[config.mk]
export PLATFORM = sky130hd
export DESIGN_NAME = uart_addr_rx
export DESIGN_NICKNAME = d
export VERILOG_FILES = /design/src/rtl/uart_addr_rx_pkg.sv /design/src/rtl/rx_line_sync.sv /design/src/rtl/rx_frame_engine.sv /design/src/rtl/rx_addr_match.sv /design/src/rtl/uart_addr_rx.sv
export SDC_FILE = /design/constraint.sdc
export NUM_CORES = 1
export LEC_CHECK = 0
export ABC_AREA = 1
export BUFFER_PORTS_ARGS = -buffer_cell sky130_fd_sc_hd__buf_2
export CAP_MARGIN = 20
export CORE_MARGIN = 2
export CORE_UTILIZATION = 35
export CTS_BUF_LIST = sky130_fd_sc_hd__clkbuf_8
export DETAILED_ROUTE_END_ITERATION = 6
export PLACE_DENSITY_LB_ADDON = 0.05
export SETUP_SLACK_MARGIN = 0.02
export SKIP_LAST_GASP = 1
export SLEW_MARGIN = 20
export SYNTH_ARGS = -nofsm -noshare
export SYNTH_HDL_FRONTEND = slang
export SYNTH_SLANG_ARGS = --single-unit
[constraint.sdc]
create_clock -name clk -period 2.8 [get_ports clk]
set_input_delay 0.28 -clock clk [delete_from_list [all_inputs] [get_ports clk]]
set_output_delay 0.28 -clock clk [all_outputs]
set_load 0.01 [all_outputs]
[src/rtl/uart_addr_rx_pkg.sv]
package uart_addr_rx_pkg;

   typedef enum logic [2:0] {
      RX_IDLE  = 3'd0,
      RX_START = 3'd1,
      RX_DATA  = 3'd2,
      RX_NINTH = 3'd3,
      RX_STOP  = 3'd4
   } rx_state_e;

   localparam logic [1:0] MODE_SYNC = 2'd0;

   // 9-bit frame modes have the upper mode bit set
   function automatic logic mode_is_nine(input logic [1:0] m);
      return m[1];
   endfunction

endpackage

[src/rtl/rx_line_sync.sv]
module rx_line_sync #(
   parameter int STAGES = 2
) (
   input  logic clk,
   input  logic rst_n,
   input  logic din,
   output logic dout
);

   if (STAGES < 0) begin : g_bad_stages
      $error("rx_line_sync: STAGES must be non-negative");
   end

   if (STAGES == 0) begin : g_bypass
      assign dout = din;
   end else begin : g_chain
      logic [STAGES-1:0] q;
      always_ff @(posedge clk or negedge rst_n) begin
         if (!rst_n) q[0] <= 1'b1;
         else        q[0] <= din;
      end
      for (genvar i = 1; i < STAGES; i++) begin : g_stage
         always_ff @(posedge clk or negedge rst_n) begin
            if (!rst_n) q[i] <= 1'b1;
            else        q[i] <= q[i-1];
         end
      end
      assign dout = q[STAGES-1];
   end

endmodule

[src/rtl/rx_frame_engine.sv]
module rx_frame_engine
   import uart_addr_rx_pkg::*;
#(
   parameter int OVS    = 16,
   parameter int DATA_W = 8
) (
   input  logic              clk,
   input  logic              rst_n,
   input  logic              en,
   input  logic              nine,
   input  logic              line,
   input  logic              tick,
   output logic              done,
   output logic [DATA_W-1:0] data,
   output logic              bit9,
   output logic              stop_ok
);

   localparam int CW   = (OVS > 1) ? $clog2(OVS) : 1;
   localparam int IW   = (DATA_W > 1) ? $clog2(DATA_W) : 1;
   localparam int HALF = OVS / 2;
   localparam logic [CW-1:0] MID_CNT  = CW'(HALF - 1);
   localparam logic [CW-1:0] LAST_CNT = CW'(OVS - 1);
   localparam logic [IW-1:0] LAST_IDX = IW'(DATA_W - 1);

   if (OVS < 2 || (OVS % 2) != 0) begin : g_bad_ovs
      $error("rx_frame_engine: OVS must be even and at least 2");
   end
   if (DATA_W < 2) begin : g_bad_dw
      $error("rx_frame_engine: DATA_W must be at least 2");
   end

   rx_state_e         state;
   logic [CW-1:0]     cnt;
   logic [IW-1:0]     idx;
   logic [DATA_W-1:0] shreg;
   logic              ninth_q;
   logic              at_mid;

   assign at_mid = (cnt == LAST_CNT);

   always_ff @(posedge clk or negedge rst_n) begin
      if (!rst_n) begin
         state   <= RX_IDLE;
         cnt     <= '0;
         idx     <= '0;
         shreg   <= '0;
         ninth_q <= 1'b0;
         done    <= 1'b0;
         data    <= '0;
         bit9    <= 1'b0;
         stop_ok <= 1'b1;
      end else begin
         done <= 1'b0;
         if (!en) begin
            state <= RX_IDLE;
            cnt   <= '0;
         end else if (tick) begin
            unique case (state)
               RX_IDLE: begin
                  if (!line) begin
                     state <= RX_START;
                     cnt   <= '0;
                  end
               end
               RX_START: begin
                  if (cnt == MID_CNT) begin
                     cnt   <= '0;
                     idx   <= '0;
                     state <= line ? RX_IDLE : RX_DATA;
                  end else begin
                     cnt <= cnt + CW'(1);
                  end
               end
               RX_DATA: begin
                  if (at_mid) begin
                     cnt   <= '0;
                     shreg <= {line, shreg[DATA_W-1:1]};
                     idx   <= idx + IW'(1);
                     if (idx == LAST_IDX) state <= nine ? RX_NINTH : RX_STOP;
                  end else begin
                     cnt <= cnt + CW'(1);
                  end
               end
               RX_NINTH: begin
                  if (at_mid) begin
                     cnt     <= '0;
                     ninth_q <= line;
                     state   <= RX_STOP;
                  end else begin
                     cnt <= cnt + CW'(1);
                  end
               end
               RX_STOP: begin
                  if (at_mid) begin
                     cnt     <= '0;
                     done    <= 1'b1;
                     data    <= shreg;
                     stop_ok <= line;
                     bit9    <= nine ? ninth_q : line;
                     state   <= RX_IDLE;
                  end else begin
                     cnt <= cnt + CW'(1);
                  end
               end
               default: state <= RX_IDLE;
            endcase
         end
      end
   end


   done_pulse_chk: assert property (@(posedge clk) disable iff (!rst_n)
      done |=> !done);

endmodule

[src/rtl/rx_addr_match.sv]
module rx_addr_match #(
   parameter int DATA_W   = 8,
   parameter bit BCAST_EN = 1'b1
) (
   input  logic              clk,
   input  logic              rst_n,
   input  logic [DATA_W-1:0] rx_byte,
   input  logic [DATA_W-1:0] addr,
   input  logic [DATA_W-1:0] mask,
   output logic              hit
);

   logic given_hit;
   logic bcast_hit;
   logic [DATA_W-1:0] bpat;

   assign given_hit = (((rx_byte ^ addr) & mask) == '0);
   assign bpat      = addr | mask;

   if (BCAST_EN) begin : g_bcast
      assign bcast_hit = ((rx_byte & bpat) == bpat);
   end else begin : g_no_bcast
      assign bcast_hit = 1'b0;
   end

   assign hit = given_hit | bcast_hit;


   exact_mask_chk: assert property (@(posedge clk) disable iff (!rst_n)
      (mask == '1) |-> (given_hit == (rx_byte == addr)));


   bcast_all_chk: assert property (@(posedge clk) disable iff (!rst_n)
      (BCAST_EN && bpat == '0) |-> hit);

endmodule

[src/rtl/uart_addr_rx.sv]
module uart_addr_rx
   import uart_addr_rx_pkg::*;
#(
   parameter int OVS         = 16,
   parameter int DATA_W      = 8,
   parameter int SYNC_STAGES = 2,
   parameter bit BCAST_EN    = 1'b1
) (
   input  logic              clk,
   input  logic              rst_n,
   input  logic              rx_line,
   input  logic              samp_tick,
   input  logic [1:0]        mode_sel,
   input  logic              mp_en,
   input  logic [DATA_W-1:0] node_addr,
   input  logic [DATA_W-1:0] addr_mask,
   input  logic              flag_clr,
   output logic [DATA_W-1:0] rx_data,
   output logic              rx_bit9,
   output logic              rx_done,
   output logic              frame_err
);

   logic              line_s;
   logic              rx_en;
   logic              nine;
   logic              filt;
   logic              frm_done;
   logic [DATA_W-1:0] frm_data;
   logic              frm_bit9;
   logic              frm_stop;
   logic              addr_hit;
   logic              accept;
   logic              load;

   assign rx_en = (mode_sel != MODE_SYNC);
   assign nine  = mode_is_nine(mode_sel);
   assign filt  = mp_en & rx_en;

   rx_line_sync #(.STAGES(SYNC_STAGES)) sync_i (
      .clk  (clk),
      .rst_n(rst_n),
      .din  (rx_line),
      .dout (line_s)
   );

   rx_frame_engine #(.OVS(OVS), .DATA_W(DATA_W)) eng_i (
      .clk    (clk),
      .rst_n  (rst_n),
      .en     (rx_en),
      .nine   (nine),
      .line   (line_s),
      .tick   (samp_tick),
      .done   (frm_done),
      .data   (frm_data),
      .bit9   (frm_bit9),
      .stop_ok(frm_stop)
   );

   rx_addr_match #(.DATA_W(DATA_W), .BCAST_EN(BCAST_EN)) match_i (
      .clk    (clk),
      .rst_n  (rst_n),
      .rx_byte(frm_data),
      .addr   (node_addr),
      .mask   (addr_mask),
      .hit    (addr_hit)
   );

   // frm_bit9 carries the stop bit in 8-bit mode, so one term covers both
   assign accept = frm_done & (~filt | (addr_hit & frm_bit9));
   assign load   = accept & (~rx_done | flag_clr);

   always_ff @(posedge clk or negedge rst_n) begin
      if (!rst_n) begin
         rx_data   <= '0;
         rx_bit9   <= 1'b0;
         rx_done   <= 1'b0;
         frame_err <= 1'b0;
      end else begin
         if (load) begin
            rx_data <= frm_data;
            rx_bit9 <= frm_bit9;
         end
         rx_done   <= load | (rx_done & ~flag_clr);
         frame_err <= (frm_done & ~frm_stop) | (frame_err & ~flag_clr);
      end
   end


   hold_buf_chk: assert property (@(posedge clk) disable iff (!rst_n)
      (rx_done && !flag_clr) |=> (rx_done && $stable(rx_data)));


   data_frame_chk: assert property (@(posedge clk) disable iff (!rst_n)
      (frm_done && mode_sel[1] && mp_en && !frm_bit9 && !rx_done) |=> !rx_done);


   sync_mode_chk: assert property (@(posedge clk) disable iff (!rst_n)
      (mode_sel == 2'd0) |=> !frm_done);


   ferr_set_chk: assert property (@(posedge clk) disable iff (!rst_n)
      (frm_done && !frm_stop) |=> frame_err);


   clr_race_chk: assert property (@(posedge clk) disable iff (!rst_n)
      (frm_done && !mp_en && mode_sel != 2'd0 && flag_clr) |=> rx_done);

endmodule

==> results.ini <==
[run_status]
status=finished with violations
violations=negative hold slack

[grt]
grtUsageMet3_pct=3.80
grt_pass1_vias=1583
grt_overflow=0
antenna_found_initial=0
grt-busiest-layer=met1
track_usage_pct=14.9
grt_max_degree=44
use_met2_pct=20.2
gr-usage-met1_pct=22.7
grt_pass1_wl_mm=7.54

[clock_network]
cts_tree=yes
clockBufferDepth=2
h-tree-depth=2
cts_setup_buffers=0
tritoncts.num_buffers=5
cts-root-buf=clkbuf_8
clk_pin_slew_ns=0.08
cts_sinks=43
clock_latency_ns=0.30
post_cts_resize_count=0
holdBufCountCts=0

[sta]
post-route-min-period_ns=1.80
tightest_slew_ns=0.633
clock_skew_ns=0.00480
finalSetupTns_ns=0
finalMaxSlewViolations=0
holdWs_ns=-0.0359
rsz0062_at_grt=no
fmax_mhz=555
relSlewSlack_pct=57.6
finalCritPeriodShare_pct=64.4
hold_violations=40
setup_viol=0

[power]
irDropWorstVdd_mv=0.292
powerDensity_nw_per_um2=604
p_leak_nw=1.35

[synthesis]
netlist_area_sq_um=2160
yosysSeqAreaShare_pct=50.0
ys.warnings.count=0
ys_ff_latch=43
syn-num-nets=297
ys_types=28
yosys.area.top_type=dfrtp_1
synth.avg_cell_area_sq_um=8.00
yosys-top-cells-area=dfrtp_1, nand2_1, o21ai_0, inv_1, dfstp_2
synth_cells=270
synth.top_cell.area_share_pct=46.3

[critical_path]
cpMostUsedCell=nand2_1
setup.worst_path.start_class=flop
critical_path_required_ns=2.99
crit_path_cell_trace=inv_1 > nand2_1 > nand3_1 > nand2_1 > nor2_1 > nand2_1 > nand2_1 > nand2_1 > nand2_1 > nand3_2 > nand2_1 > nand2_1
worstSetupPathType=reg -> reg
reg2reg_to=rx_bit9$_DFFE_PN0P_
critPathMaxStageDelay_ns=0.42
worstReg2RegStart=eng_i.data[1]$_DFFE_PN0P_
cp_slowest_cell=dfrtp_1
reg2reg_slack_ns=1.0
critical_path.max_fanout=11
ff2ff_path_depth=12
cp.arrival_ns=1.99
crit_path_end_kind=flop

[floorplanning]
die_x_um=82.6
die_h_um=82.6
core_region_area_sq_um=5960
start_util_pct=36.3
io_pins=35
die_area_sq_um=6810
fp-row-count=28

[drt]
drt-total-wl_mm=4.56
routed-via-count=1779
wl_per_cell_um=11.9
routed_via_density=4.66
drt_iter0_markers=56
drtPass1Iterations=4
antenna_left=0
drc=0

[cells_and_area]
diodes=0
layout.cells.non_filler=382
areaGrowthSynthToFinish_pct=15.2
drive_gt1_share_pct=20.2
nets=333
nFillCells=655

[placement]
dpl.cell_count=374
io_buffers=34
place.gp.congestion=0.780
dp_hpwl_mm=3.48

[run]
maxCapViolCount=0

[min_path]
holdCritPathClass=in -> async

-- final cells by class --
type / instances / area (sq um) / area share [%]
clock inverters: 1 / 3.75 / 0.151
inverters: 39 / 146 / 5.88
repair buffers: 34 / 173 / 6.94
multi-input cells: 183 / 896 / 36.0
flip-flops and latches: 43 / 1080 / 43.4
clock buffers: 7 / 96.3 / 3.87
well taps: 75 / 93.8 / 3.77
-- per-stage QoR --
step,setup slack (ns),total power [mW],cell area [sq um],hold WS [ns],utilization [%]
CTS,0.981,1.52,2490,0.0652,41.7
global route,0.785,1.62,2490,0.00805,41.8
detailed placement,0.967,1.09,2390,0.347,40.1
floorplan,1.37,0.979,2160,-0.0156,-
finish,0.998,1.50,2490,-0.0359,41.8
global placement,0.983,1.09,2390,0.347,40.1
-- critical path, delay by kind of cell, from the launching register on --
| family | cells | cell delay, ns |
|---|---|---|
| simple gates | 11 | 1.17 |
| flops | 1 | 0.42 |
| buf+inv | 1 | 0.11 |
-- metal layers --
metal,up-vias,wire (um)
met4,0,70
met5,-,0
li1,941,-
met1,797,2470
met3,8,238
met2,33,1770
-- cells in the mapped netlist, drive strengths merged --
cell / n
buf: 3
dfstp: 3
dfrtp: 40
o22ai: 1
o21ai: 38
o211a: 1
nand4: 10
inv: 39
ha: 3
nor2: 14
o21a: 1
nand3: 15
nand2b: 1
o211ai: 1
clkbuf: 2
nand2: 87
a21oi: 8
nor3: 2
mux2: 1
-- power breakdown --
part	switching [mW]	total (mW)	internal [mW]
Combinational	0.216	0.340	0.124
Sequential	0.0494	0.733	0.683
Clock	0.208	0.430	0.222
Total	0.474	1.50	1.03
-- worst max path at each step --
stage                     slack [ns]                 startpoint  cells after the start                    endpoint
after CTS                       0.98  eng_i.data[1]$_DFFE_PN0P_                     12      rx_data[0]$_DFFE_PN0P_
after floorplan                 1.37   eng_i.cnt[1]$_DFFE_PN0P_                      7  eng_i.shreg[0]$_DFFE_PN0P_
after global placement          0.98               node_addr[2]                     11      rx_data[3]$_DFFE_PN0P_
after global routing            0.78  eng_i.data[7]$_DFFE_PN0P_                     12         rx_bit9$_DFFE_PN0P_
after detailed placement        0.97               node_addr[2]                     11      rx_data[0]$_DFFE_PN0P_
final                            1.0  eng_i.data[1]$_DFFE_PN0P_                     12         rx_bit9$_DFFE_PN0P_
-- kinds of logic (layout without fill, tap and decap cells) --
kind of cell,after synthesis,in the layout,share of synthesized area [%]
mux,1,1,0.695
fa+ha+maj,3,3,1.74
buf+inv,44,81,8.52
simple gates,129,129,26.6
flops,43,43,50.0
compound gates,50,50,12.5
-- state kept, by name, summed over array words and instances, names as in the netlist, 3 cells and up --
signal and cells:
eng_i.data 8, eng_i.shreg 8, eng_i.idx 3, eng_i.state 3, eng_i.cnt 4, rx_data 8
-- cells in the final DEF, fill, tap and decap left out, drive strengths merged --
| cell | instances |
|---|---|
| o211a | 1 |
| o21ai | 38 |
| nor2 | 14 |
| mux2 | 1 |
| clkbuf | 7 |
| nand3 | 15 |
| nand2b | 1 |
| o211ai | 1 |
| a21oi | 8 |
| dfstp | 3 |
| nor3 | 2 |
| o22ai | 1 |
| nand4 | 10 |
| o21a | 1 |
| inv | 40 |
| nand2 | 87 |
| ha | 3 |
| dfrtp | 40 |
| buf | 34 |
Power figures use the tool's default switching activity.
